--- config.mk ---
export PLATFORM = sky130hd
export DESIGN_NAME = ioxl_top
export DESIGN_NICKNAME = d
export VERILOG_FILES = /design/src/rtl/ioxl_pkg.sv /design/src/rtl/ioxl_regs.sv /design/src/rtl/ioxl_pgcalc.sv /design/src/rtl/ioxl_walk.sv /design/src/rtl/ioxl_top.sv
export SDC_FILE = /design/constraint.sdc
export NUM_CORES = 1
export LEC_CHECK = 0
export BUFFER_PORTS_ARGS = -buffer_cell sky130_fd_sc_hd__clkbuf_2
export CAP_MARGIN = 20
export CORE_MARGIN = 2
export CORE_UTILIZATION = 50
export DETAILED_ROUTE_END_ITERATION = 10
export MAX_ROUTING_LAYER = met4
export PLACE_DENSITY = 0.81
export SYNTH_ARGS = -nofsm -noshare
export SYNTH_HDL_FRONTEND = slang
export SYNTH_SLANG_ARGS = --single-unit
--- constraint.sdc ---
create_clock -name clk -period 4.9 [get_ports clk]
set_clock_uncertainty 0.15 [all_clocks]
set_input_delay 0.49 -clock clk [delete_from_list [all_inputs] [get_ports clk]]
set_output_delay 0.49 -clock clk [all_outputs]
set_load 0.005 [all_outputs]
--- src/rtl/ioxl_pkg.sv ---
package ioxl_pkg;
    localparam int IOA_W    = 35;
    localparam int ID_W     = 11;
    localparam int DW       = 64;
    localparam int SEG_IDX_W = IOA_W - 28;
    localparam int PG_IDX_W  = 16;

    typedef enum logic [1:0] {
        ST_IDLE = 2'd0,
        ST_SEG  = 2'd1,
        ST_PG   = 2'd2,
        ST_RESP = 2'd3
    } walk_state_e;

    typedef enum logic [1:0] {
        SEL_ORIGIN = 2'd0,
        SEL_CONFIG = 2'd1,
        SEL_STATUS = 2'd2,
        SEL_MASK   = 2'd3
    } reg_sel_e;

    localparam logic [1:0] KIND_SEG  = 2'b11;
    localparam logic [1:0] KIND_PAGE = 2'b10;

    typedef struct packed {
        logic             valid;
        logic [1:0]       kind;
        logic [22:0]      page;
        logic             is_read;
        logic [ID_W-1:0]  id;
    } exc_t;
endpackage

--- src/rtl/ioxl_regs.sv ---
module ioxl_regs
    import ioxl_pkg::*;
#(
    parameter int RA_W = 42
) (
    input  logic              clk,
    input  logic              rst_n,
    input  logic              reg_wr,
    input  logic [1:0]        reg_sel,
    input  logic [DW-1:0]     reg_wdata,
    input  logic              cap_en,
    input  exc_t              cap_val,
    output logic              walk_en,
    output logic [RA_W-13:0]  tbl_rpn,
    output logic [7:0]        seg_limit,
    output exc_t              exc,
    output logic [DW-1:0]     reg_rdata,
    output logic              irq
);
    localparam logic [DW-1:0] ORG_KEEP =
        (64'h1 << 63) | (((64'h1 << RA_W) - 1) & ~64'hFFF) | 64'hFF;

    typedef struct packed {
        logic [DW-1:0] origin;
        logic          te;
        exc_t          exc;
        logic          seg_ie;
        logic          pg_ie;
    } regs_t;

    regs_t r_d, r_q;

    always_comb begin
        r_d = r_q;
        if (reg_wr) begin
            case (reg_sel_e'(reg_sel))
                SEL_ORIGIN: r_d.origin = reg_wdata & ORG_KEEP;
                SEL_CONFIG: r_d.te     = reg_wdata[47];
                SEL_STATUS: begin
                    r_d.exc.valid   = reg_wdata[63];
                    r_d.exc.kind    = reg_wdata[62:61];
                    r_d.exc.page    = reg_wdata[34:12];
                    r_d.exc.is_read = reg_wdata[11];
                    r_d.exc.id      = reg_wdata[10:0];
                end
                default: begin
                    r_d.seg_ie = reg_wdata[62];
                    r_d.pg_ie  = reg_wdata[61];
                end
            endcase
        end
        if (cap_en && !r_q.exc.valid)
            r_d.exc = cap_val;
    end

    always_ff @(posedge clk or negedge rst_n) begin
        if (!rst_n) r_q <= '0;
        else        r_q <= r_d;
    end

    assign walk_en   = r_q.te && r_q.origin[63];
    assign tbl_rpn   = r_q.origin[RA_W-1:12];
    assign seg_limit = r_q.origin[7:0];
    assign exc       = r_q.exc;
    assign irq       = r_q.exc.valid &&
                       ((r_q.exc.kind == KIND_SEG  && r_q.seg_ie) ||
                        (r_q.exc.kind == KIND_PAGE && r_q.pg_ie));

    always_comb begin
        case (reg_sel_e'(reg_sel))
            SEL_ORIGIN: reg_rdata = r_q.origin;
            SEL_CONFIG: reg_rdata = {16'b0, r_q.te, 47'b0};
            SEL_STATUS: reg_rdata = {r_q.exc.valid, r_q.exc.kind, 26'b0,
                                     r_q.exc.page, r_q.exc.is_read, r_q.exc.id};
            default:    reg_rdata = {1'b0, r_q.seg_ie, r_q.pg_ie, 61'b0};
        endcase
    end
endmodule

--- src/rtl/ioxl_pgcalc.sv ---
module ioxl_pgcalc
    import ioxl_pkg::*;
#(
    parameter int RA_W = 42
) (
    input  logic [IOA_W-1:0] io_addr,
    input  logic [RA_W-13:0] pt_rpn,
    input  logic [6:0]       pt_pages_m1,
    input  logic             is64k,
    output logic             idx_ok,
    output logic [RA_W-1:0]  pte_addr
);
    localparam int ENT_PER_PG_SH = 9;
    logic [PG_IDX_W-1:0] idx;

    always_comb begin
        if (is64k) idx = {4'b0, io_addr[27:16]};
        else       idx = io_addr[27:12];
        idx_ok   = idx[PG_IDX_W-1:ENT_PER_PG_SH] <= pt_pages_m1;
        pte_addr = {pt_rpn, 12'b0} + RA_W'({idx, 3'b000});
    end
endmodule

--- src/rtl/ioxl_walk.sv ---
module ioxl_walk
    import ioxl_pkg::*;
#(
    parameter int RA_W = 42
) (
    input  logic              clk,
    input  logic              rst_n,
    input  logic              req_valid,
    input  logic [IOA_W-1:0]  req_addr,
    input  logic              req_is_read,
    input  logic [ID_W-1:0]   req_id,
    output logic              req_ready,
    output logic              rsp_valid,
    output logic [RA_W-1:0]   rsp_addr,
    output logic              rsp_fault,
    input  logic              walk_en,
    input  logic [RA_W-13:0]  tbl_rpn,
    input  logic [7:0]        seg_limit,
    output logic              mem_req,
    output logic [RA_W-1:0]   mem_addr,
    input  logic              mem_rvalid,
    input  logic [DW-1:0]     mem_rdata,
    output logic              cap_en,
    output exc_t              cap_val
);
    typedef struct packed {
        walk_state_e       st;
        logic [IOA_W-1:0]  addr;
        logic              is_read;
        logic [ID_W-1:0]   id;
        logic [RA_W-13:0]  pt_rpn;
        logic [6:0]        pt_pages_m1;
        logic              is64k;
        logic [RA_W-1:0]   out_addr;
        logic              fault;
        logic [1:0]        kind;
    } walk_t;

    walk_t w_d, w_q;
    logic            idx_ok;
    logic [RA_W-1:0] pte_addr;
    logic [RA_W-1:0] off_mask;
    logic [2:0]      ps_code;
    logic            perm_ok;

    ioxl_pgcalc #(.RA_W(RA_W)) i_pgcalc (
        .io_addr     (w_q.addr),
        .pt_rpn      (w_q.pt_rpn),
        .pt_pages_m1 (w_q.pt_pages_m1),
        .is64k       (w_q.is64k),
        .idx_ok      (idx_ok),
        .pte_addr    (pte_addr)
    );

    assign ps_code  = mem_rdata[2:0];
    assign off_mask = w_q.is64k ? RA_W'(16'hFFFF) : RA_W'(12'hFFF);
    assign perm_ok  = w_q.is_read ? mem_rdata[62] : mem_rdata[63];

    always_comb begin
        w_d = w_q;
        case (w_q.st)
            ST_IDLE: if (req_valid) begin
                w_d.addr    = req_addr;
                w_d.is_read = req_is_read;
                w_d.id      = req_id;
                w_d.fault   = 1'b0;
                if (!walk_en) begin
                    w_d.out_addr = RA_W'(req_addr);
                    w_d.st       = ST_RESP;
                end else if ({1'b0, req_addr[IOA_W-1:28]} > seg_limit) begin
                    w_d.fault = 1'b1;
                    w_d.kind  = KIND_SEG;
                    w_d.st    = ST_RESP;
                end else begin
                    w_d.st = ST_SEG;
                end
            end
            ST_SEG: if (mem_rvalid) begin
                w_d.pt_rpn      = mem_rdata[RA_W-1:12];
                w_d.pt_pages_m1 = mem_rdata[11:5];
                w_d.is64k       = (ps_code == 3'd3);
                if (!mem_rdata[63] || (ps_code != 3'd1 && ps_code != 3'd3)) begin
                    w_d.fault = 1'b1;
                    w_d.kind  = KIND_SEG;
                    w_d.st    = ST_RESP;
                end else begin
                    w_d.st = ST_PG;
                end
            end
            ST_PG: begin
                if (!idx_ok) begin
                    w_d.fault = 1'b1;
                    w_d.kind  = KIND_PAGE;
                    w_d.st    = ST_RESP;
                end else if (mem_rvalid) begin
                    w_d.st = ST_RESP;
                    if (perm_ok) begin
                        w_d.out_addr = ({mem_rdata[RA_W-1:12], 12'b0} & ~off_mask) |
                                       (RA_W'(w_q.addr) & off_mask);
                    end else begin
                        w_d.fault = 1'b1;
                        w_d.kind  = KIND_PAGE;
                    end
                end
            end
            default: w_d.st = ST_IDLE;
        endcase
    end

    always_ff @(posedge clk or negedge rst_n) begin
        if (!rst_n) w_q <= '0;
        else        w_q <= w_d;
    end

    assign req_ready = (w_q.st == ST_IDLE);
    assign rsp_valid = (w_q.st == ST_RESP);
    assign rsp_addr  = w_q.fault ? '0 : w_q.out_addr;
    assign rsp_fault = rsp_valid && w_q.fault;
    assign mem_req   = (w_q.st == ST_SEG) || (w_q.st == ST_PG && idx_ok);
    assign mem_addr  = (w_q.st == ST_SEG)
                     ? ({tbl_rpn, 12'b0} + RA_W'({w_q.addr[IOA_W-1:28], 3'b000}))
                     : pte_addr;
    assign cap_en    = rsp_fault;
    assign cap_val   = '{valid: 1'b1, kind: w_q.kind, page: w_q.addr[34:12],
                         is_read: w_q.is_read, id: w_q.id};
endmodule

--- src/rtl/ioxl_top.sv ---
module ioxl_top
    import ioxl_pkg::*;
#(
    parameter int RA_W = 42
) (
    input  logic              clk,
    input  logic              rst_n,
    input  logic              req_valid,
    output logic              req_ready,
    input  logic [34:0]       req_addr,
    input  logic              req_is_read,
    input  logic [10:0]       req_id,
    output logic              rsp_valid,
    output logic [RA_W-1:0]   rsp_addr,
    output logic              rsp_fault,
    output logic              mem_req,
    output logic [RA_W-1:0]   mem_addr,
    input  logic              mem_rvalid,
    input  logic [63:0]       mem_rdata,
    input  logic              reg_wr,
    input  logic [1:0]        reg_sel,
    input  logic [63:0]       reg_wdata,
    output logic [63:0]       reg_rdata,
    output logic              irq
);
    logic             walk_en;
    logic [RA_W-13:0] tbl_rpn;
    logic [7:0]       seg_limit;
    logic             cap_en;
    exc_t             cap_val;
    exc_t             exc;
    logic             exc_valid;
    logic             stat_wr;

    assign exc_valid = exc.valid;
    assign stat_wr   = reg_wr && (reg_sel == SEL_STATUS);

    ioxl_regs #(.RA_W(RA_W)) i_regs (
        .clk       (clk),
        .rst_n     (rst_n),
        .reg_wr    (reg_wr),
        .reg_sel   (reg_sel),
        .reg_wdata (reg_wdata),
        .cap_en    (cap_en),
        .cap_val   (cap_val),
        .walk_en   (walk_en),
        .tbl_rpn   (tbl_rpn),
        .seg_limit (seg_limit),
        .exc       (exc),
        .reg_rdata (reg_rdata),
        .irq       (irq)
    );

    ioxl_walk #(.RA_W(RA_W)) i_walk (
        .clk         (clk),
        .rst_n       (rst_n),
        .req_valid   (req_valid),
        .req_addr    (req_addr),
        .req_is_read (req_is_read),
        .req_id      (req_id),
        .req_ready   (req_ready),
        .rsp_valid   (rsp_valid),
        .rsp_addr    (rsp_addr),
        .rsp_fault   (rsp_fault),
        .walk_en     (walk_en),
        .tbl_rpn     (tbl_rpn),
        .seg_limit   (seg_limit),
        .mem_req     (mem_req),
        .mem_addr    (mem_addr),
        .mem_rvalid  (mem_rvalid),
        .mem_rdata   (mem_rdata),
        .cap_en      (cap_en),
        .cap_val     (cap_val)
    );
endmodule

==> key figures, run 1 <==
Floorplan
  – # IOs: 335
  – Die area: 0.0245 mm2
  – Die H: 156 um
  – Site Rows: 55
  – Initial Utilization: 0.511
  – Core Region: 0.0227 mm2
  – Die Wd: 156 um

STA
  – Slew Limit Fails: 0
  – Setup_tns: 0 ps
  – Fin crit share: 0.907
  – Fmax: 225 MHz
  – Clock period minus worst slack: 4440 ps
  – Final setup violation count: 0
  – Hold Vio Cnt, Final: 0
  – Slew HR: 0.303
  – RSZ-0062 raised after global routing: false
  – Worst slew pin tran: 1050 ps

Place
  – Placer Congestion: 0.906
  – Post-DP HPWL: 24100 um
  – Input/output buffers: 273

Global route
  – Gr usage total: 0.269
  – Largest net degree at the start of global routing: about 110
  – Initial antenna violation count: 0
  – Vias in the first global route: 8926
  – First-pass GRT wire length: 49700 um
  – Grt total ovfl: 0

Synthesis
  – Synth top area cells: dfrtp_1 46%, mux2_2 16%, mux2i_1 7.5%
  – Avg Inst Size Synth: ~11 um2
  – #FFs+latches synth: 212
  – Ys async rst share: 1.00
  – Share of Yosys cell area claimed by the top area cell type: 0.457
  – Register area share after synthesis: 0.457
  – EDFF count, synth: 0
  – Syn Std Cell Area: 0.0116 mm2
  – Ys flop type: dfrtp_1
  – Largest area contributor in the netlist: dfrtp_1
  – Gate Count Post-Synth: ~1000
  – Yosys cell types: just under 50
  – Syn. warnings: 0

Pwr
  – Static Leak: 6.85 nW
  – Max IR drop VDD: 380 uV
  – Overall Power: around 9.4 mW
  – Power density cells: approximately 670 mW/mm2

Worst hold path
  – Worst Hold Class: input pin to flop

Critical path
  – CP endpoint kind: output pin
  – Worst Path Required: 4260 ps
  – Slowest cell on crit path: o211ai_1
  – CP Class: flop to output pin
  – Worst EP arrival: 3800 ps
  – Crit-path max FO: 7
  – Startpoint types: flop
  – CP peak stage delay: 570 ps
  – Ordered list of cells on the worst path: mux2i_1 > inv_1 > ha_1 > fa_1 > a21oi_1 > maj3_1 > nor4_1 > o211ai_1 > nor2_1 > xor2_1 > mux2_2 > clkbuf_2

Routing
  – Vias post-DR: 8802
  – Via density: 5.50
  – WL per Instance: just over 20 um
  – TritonRoute pass-1 iters: 5
  – DRC errors left: 0
  – Initial DRC Count: between 500 and 600
  – Antenna-violating nets left: 0
  – Routed WL: 32300 um

Clock network
  – Worst-path clk slew: 60 ps
  – Post-cts resize count: 0
  – Clock latency on the worst-skew pair: 520 ps
  – CTS Buffer Depth: 3
  – Buffer count from post-CTS setup fixing: 0
  – CTS root buf: clkbuf_16
  – CTS tree: built
  – H-Tree Depth: 1
  – Hold Buf Count CTS: 1
  – CTS Sinks: about 210
  – Num CTS Buffers: 24

Layout
  – Nets: 1502
  – # diodes: 0
  – Area occupied by multi-input gates: a little under 0.006 mm2
  – Area Growth Syn to Fin: 20.4%
  – Layout cells sized above 1: 0.403
  – Sequential cell area: 0.00531 mm2
  – Commonest non-fill, non-tap cell in the layout: clkbuf_2
  – Fill count: 1902
  – Most frequent cells in the layout: 272 x clkbuf_2, 212 x dfrtp_1, 164 x mux2_2

Run
  – Number of max-cap violations: 0

Run status
  – Status: complete, no violations
per-stage QoR:
stage               utilization  hold slack [ps]  instances  setup WS (ps)  cell area, um2
floorplan                     -             44.4       1065            840           11700
global placement          0.578              302       1556           1030           13100
detailed placement        0.578              323       1556           1010           13100
CTS                       0.615             31.9       1601            456           14000
global route              0.615             36.0       1601            260           14000
finish                    0.615             46.1       1601            455           14000
sequential cells by signal, indices dropped and copies added, names as in the netlist:
register / flops
i_regs.exc: 38
i_regs.tbl_rpn: 30
i_walk.w_q: 95
i_regs.seg_limit: 8
i_regs.r_q: 4
i_walk.cap_val: 37
final timing paths:
check | cells after the start | slack [ps] | startpoint | endpoint
setup / recovery | 12 | 460 | i_walk.w_q[45]$_DFFE_PN0P_ | mem_addr[34]
hold / removal | 3 | 50 | reg_wdata[3] | i_regs.seg_limit[3]$_DFFE_PN0P_
setup reg to reg | 11 | 1170 | i_walk.w_q[45]$_DFFE_PN0P_ | i_walk.w_q[18]$_DFFE_PN0P_
hold reg to reg | 2 | 340 | i_walk.cap_val[1]$_DFFE_PN0P_ | i_regs.exc[1]$_DFFE_PN0P_
max in group asynchronous | 3 | 3110 | rst_n | i_regs.exc[37]$_DFFE_PN0P_
min in group asynchronous | 2 | 470 | rst_n | i_walk.w_q[20]$_DFFE_PN0P_
worst max-delay path, delay by kind of cell (launching register included):
family | cells | cell delay, ps
AOI/OAI and AO/OA | 2 | 740
DFF | 1 | 530
and+or+nand+nor | 2 | 220
muxes | 2 | 590
xor gates and xnor gates | 1 | 160
adders and majority gates | 3 | 860
buffers and inverters | 2 | 190
synthesized netlist by cell type, types with 12 or more instances:
library cell	count
inv_1	20
and2_1	18
a21oi_1	12
xnor2_1	16
nand2_1	95
clkbuf_1	43
mux2i_1	87
buf_4	21
nand3_1	13
dfrtp_1	212
nor2b_1	57
mux2_4	34
nor2_1	53
ha_1	21
o21ai_0	83
xor2_1	13
mux2_2	164
power by group:
group          switching, mW  total [mW]  internal (mW)
logic                   2.09        4.31           2.21
clock network          0.721        1.92           1.19
registers              0.656        3.20           2.55
per-layer routing:
layer  vias to the layer above  share of wire  wire length (um)  GRT usage
met4                         0          0.032              1040     0.0869
met2                       291           0.46             14900      0.420
li1                       4096              -                 -          -
met1                      4358           0.45             14400      0.358
met5                         -              0                 0          -
met3                        57          0.060              1950     0.0498
cell families (layout without fill, tap and decap cells):
family / count (synthesis) / in the layout / synth area share
multiplexers: 285 / 285 / 0.278
flip-flops: 212 / 212 / 0.457
XOR/XNOR: 29 / 29 / 0.0219
buffers and inverters: 102 / 353 / 0.0437
AO/OA/AOI/OAI: 128 / 128 / 0.0630
other: 1 / 21 / 0.000323
AND/OR/NAND/NOR: 264 / 264 / 0.110
adder cells (fa/ha/maj): 24 / 24 / 0.0261
area by class of cell:
class                      count  area share
multi-input combinational    751       0.422
sequential                   212       0.380
timing repair buffer         288       0.107
clock buffer                  38      0.0533
tap                          285      0.0255
clock inverter                 6     0.00752
inverter                      21     0.00564
Note: power is estimated with default switching activity, not from simulation.
==> inputs of run 2 (changes only) <==
--- a/config.mk
+++ b/config.mk
@@ -14,4 +14,5 @@
 export PLACE_DENSITY = 0.81
 export SYNTH_ARGS = -nofsm -noshare
 export SYNTH_HDL_FRONTEND = slang
+export SYNTH_HIERARCHICAL = 1
 export SYNTH_SLANG_ARGS = --single-unit
==> key figures, run 2 <==
Run status
  – Status: complete, no violations

Pwr
  – Max IR drop VDD: 482 uV (+27%)
  – Static Leak: 6.65 nW (-2.8%)
  – Overall Power: 9.01 mW (-4.4%)
  – Clock share of power: 0.184 (-0.019)
  – Pint: 5.48 mW (-8.0%)
  – Total net switching power: 3.53 mW (+1.7%)
  – Combinational cell fraction of total power: 0.464 (+0.007)
  – Power density cells: 652 mW/mm2 (-3.3%)
  – Sequential Power Share: 0.352 (+0.012)
  – Net Sw Frac: 0.392 (+0.0235)

Worst hold path
  – Worst Hold Class: input pin to flop

Synthesis
  – Avg Inst Size Synth: 10.2 um2 (-8.0%)
  – Syn. warnings: 6 (+6)
  – Syn Std Cell Area: 0.0122 mm2 (+4.6%)
  – Gate Count Post-Synth: 1188 (+14%)

STA
  – Final setup violation count: 0 (unchanged)
  – Worst Slack Setup Final: 281 ps (-174 ps)
  – RSZ-0062 raised after global routing: false
  – Slew Limit Fails: 0 (unchanged)
  – Setup_tns: 0 ps (unchanged)
  – Worst slew pin tran: 1100 ps (+54.1 ps)
  – WHS: 30.8 ps (-15.3 ps)
  – Fin crit share: 0.943 (+0.0355)
  – Clock period minus worst slack: 4620 ps (+174 ps)
  – Fmax: 217 MHz (-3.8%)
  – Hold Vio Cnt, Final: 0 (unchanged)
  – Slew HR: 0.267 (-0.0361)

Place
  – Pre-CTS setup slack: 747 ps (-263 ps)
  – Post-DP HPWL: 25000 um (+4.0%)
  – Inst Count DP: 1653 (+6.2%)
  – Input/output buffers: 273 (unchanged)
  – Placer Congestion: 0.900 (-0.65%)

Run
  – Number of max-cap violations: 0 (unchanged)

Layout
  – Fill count: 2148 (+13%)
  – Nets: 1561 (+3.9%)
  – Final Non-Filler Cells: 1694 (+5.8%)
  – Commonest non-fill, non-tap cell in the layout: clkbuf_2
  – Largest Register: i_walk/w_q
  – Layout cells sized above 1: 0.341 (-0.0621)
  – Max reg flops: 95 (unchanged)
  – Most frequent cells in the layout: 272 x clkbuf_2, 211 x dfrtp_1, 147 x nand2_1
  – Area Growth Syn to Fin: 13.7%

Floorplan
  – Initial Utilization: 0.504 (-0.00730)
  – Die H: 160 um (+2.2%)
  – # IOs: 335 (unchanged)
  – Core Region: 0.0241 mm2 (+6.1%)
  – Die Wd: 160 um (+2.2%)
  – Die area: 0.0256 mm2 (+4.5%)
  – Site Rows: 57 (+3.6%)

Critical path
  – Worst Reg-to-Reg Cells: 14 (+3)
  – Worst reg2reg path startpoint: i_walk/w_q[45]$_DFFE_PN0P_
  – Slowest cell on crit path: dfrtp_2
  – Critical path origin: i_walk/w_q[45]$_DFFE_PN0P_
  – Ordered list of cells on the worst path: mux2i_1 > inv_1 > ha_1 > inv_1 > fa_1 > inv_1 > a221oi_1 > o41ai_2 > o221ai_2 > or3_1 > xnor2_1 > mux2_2 > clkbuf_2
  – CP peak stage delay: 540 ps (-30 ps)
  – R2R Setup Slk: 1200 ps (+30 ps)
  – Crit-path max FO: 12 (+5)
  – CP endpoint kind: output pin
  – Worst Path Required: 4260 ps (about the same)
  – FF-to-FF End: i_walk/cap_val[36]$_DFFE_PN0P_
  – Most repeated library cell on the critical path: inv_1
  – Startpoint types: flop
  – CP Class: flop to output pin
  – Worst EP arrival: 3980 ps (+180 ps)
  – Worst Setup EP: mem_addr[26]

Clock network
  – Worst-path clk slew: 60 ps (about the same)
  – Buffer count from post-CTS setup fixing: 0 (unchanged)
  – CTS Sinks: 212 (unchanged)
  – Num CTS Buffers: 24 (unchanged)
  – H-Tree Depth: 1 (unchanged)
  – CTS tree: built
  – Clock latency on the worst-skew pair: 530 ps (about the same)
  – CTS root buf: clkbuf_16
  – CTS Buffer Depth: 3 (unchanged)

Routing
  – WL per Instance: 20.2 um (about the same)
  – Routed WL: 34200 um (+5.8%)
  – Initial DRC Count: 680 (+19%)
  – Antenna-violating nets left: 0 (unchanged)
  – Vias post-DR: 9189 (+4.4%)
  – TritonRoute pass-1 iters: 5 (unchanged)
  – Via density: 5.42 (-1.3%)
  – DRC errors left: 0 (unchanged)

Global route
  – Largest net degree at the start of global routing: 109 (+3.8%)
  – Vias in the first global route: 9150 (+2.5%)
  – Initial antenna violation count: 1 (+1)
  – Gr usage total: 0.269 (about the same)
  – Grt total ovfl: 0 (unchanged)
  – First-pass GRT wire length: 52200 um (+5.1%)
==> run 2: changes by cell type in the layout (fill, tap and decap cells not counted), sizes merged, moves of 7 or more <==
| cell | before | now |
|---|---|---|
| nand2 | 95 | 149 |
| nor2 | 53 | 89 |
| o21ai | 85 | 50 |
| a31oi | 6 | 37 |
| mux2 | 198 | 172 |
| inv | 20 | 34 |
| mux2i | 87 | 73 |
| a22o | 8 | 0 |
| nand3 | 13 | 6 |
==> run 2: how the worst min path moves through the flow <==
stage | from | slack, ps | cells after the start | end
6_report | reg_wdata[47] | 30 | 2 | i_regs/r_q[40]$_DFFE_PN0P_
5_1_grt | reg_wdata[47] | 10 | 2 | i_regs/r_q[40]$_DFFE_PN0P_
4_1_cts | reg_wdata[47] | 10 | 2 | i_regs/r_q[40]$_DFFE_PN0P_
3_5_place_dp | i_walk/w_q[34]$_DFFE_PN0P_ | 310 | 2 | i_walk/w_q[34]$_DFFE_PN0P_
3_3_place_gp | i_walk/w_q[41]$_DFFE_PN0P_ | 300 | 2 | i_walk/w_q[41]$_DFFE_PN0P_
2_1_floorplan | rst_n | 40 | 0 | i_regs/exc[0]$_DFFE_PN0P_
==> run 2: repair_timing <==
item / 4_1_cts / 5_1_grt
endpoints found under the hold margin: 107 / 0
hold buffers: 1 / 0
resized for setup: 0 / 1
setup endpoints to repair: 0 / 1
==> run 2: layout make-up <==
class	instances	area, um2	share of cell area
Antenna cell	2	5.00	0.000362
Tap cell	324	405	0.0294
Clock buffer	34	678	0.0491
Multi-Input combinational cell	798	5750	0.416
Timing Repair Buffer	287	1510	0.109
Clock inverter	4	35.0	0.00254
Sequential cell	212	5310	0.384
Inverter	33	124	0.00897
==> run 2: power groups by stage <==
stage,sequential (mW),combinational (mW),clock [mW]
6_report,3.17,4.18,1.66
5_1_grt,3.26,4.55,1.77
4_1_cts,3.17,4.19,1.69
3_5_place_dp,3.19,4.16,0
3_3_place_gp,3.15,4.06,0
2_1_floorplan,2.91,3.14,0
==> run 2: per-stage QoR <==
stage / instance area (um2) / utilization
after floorplan: 12200 / -
after global placement: 13100 / 0.543
after detailed placement: 13100 / 0.543
after CTS: 13800 / 0.573
after global routing: 13800 / 0.573
final: 13800 / 0.573
==> run 2: worst max-delay path, delay by kind of cell (launching register included) <==
family | cells | cell delay (ps)
DFF | 1 | 540
buffers and inverters | 4 | 330
muxes | 2 | 490
AOI/OAI and AO/OA | 3 | 980
and+or+nand+nor | 1 | 420
xor gates and xnor gates | 1 | 140
adders and majority gates | 2 | 550
==> run 2: metal layers <==
| layer | track usage | share of wire |
|---|---|---|
| met1 | 0.340 | 0.42 |
| met2 | 0.448 | 0.49 |
| met3 | 0.0436 | 0.065 |
| met4 | 0.0823 | 0.029 |
| met5 | - | 0 |
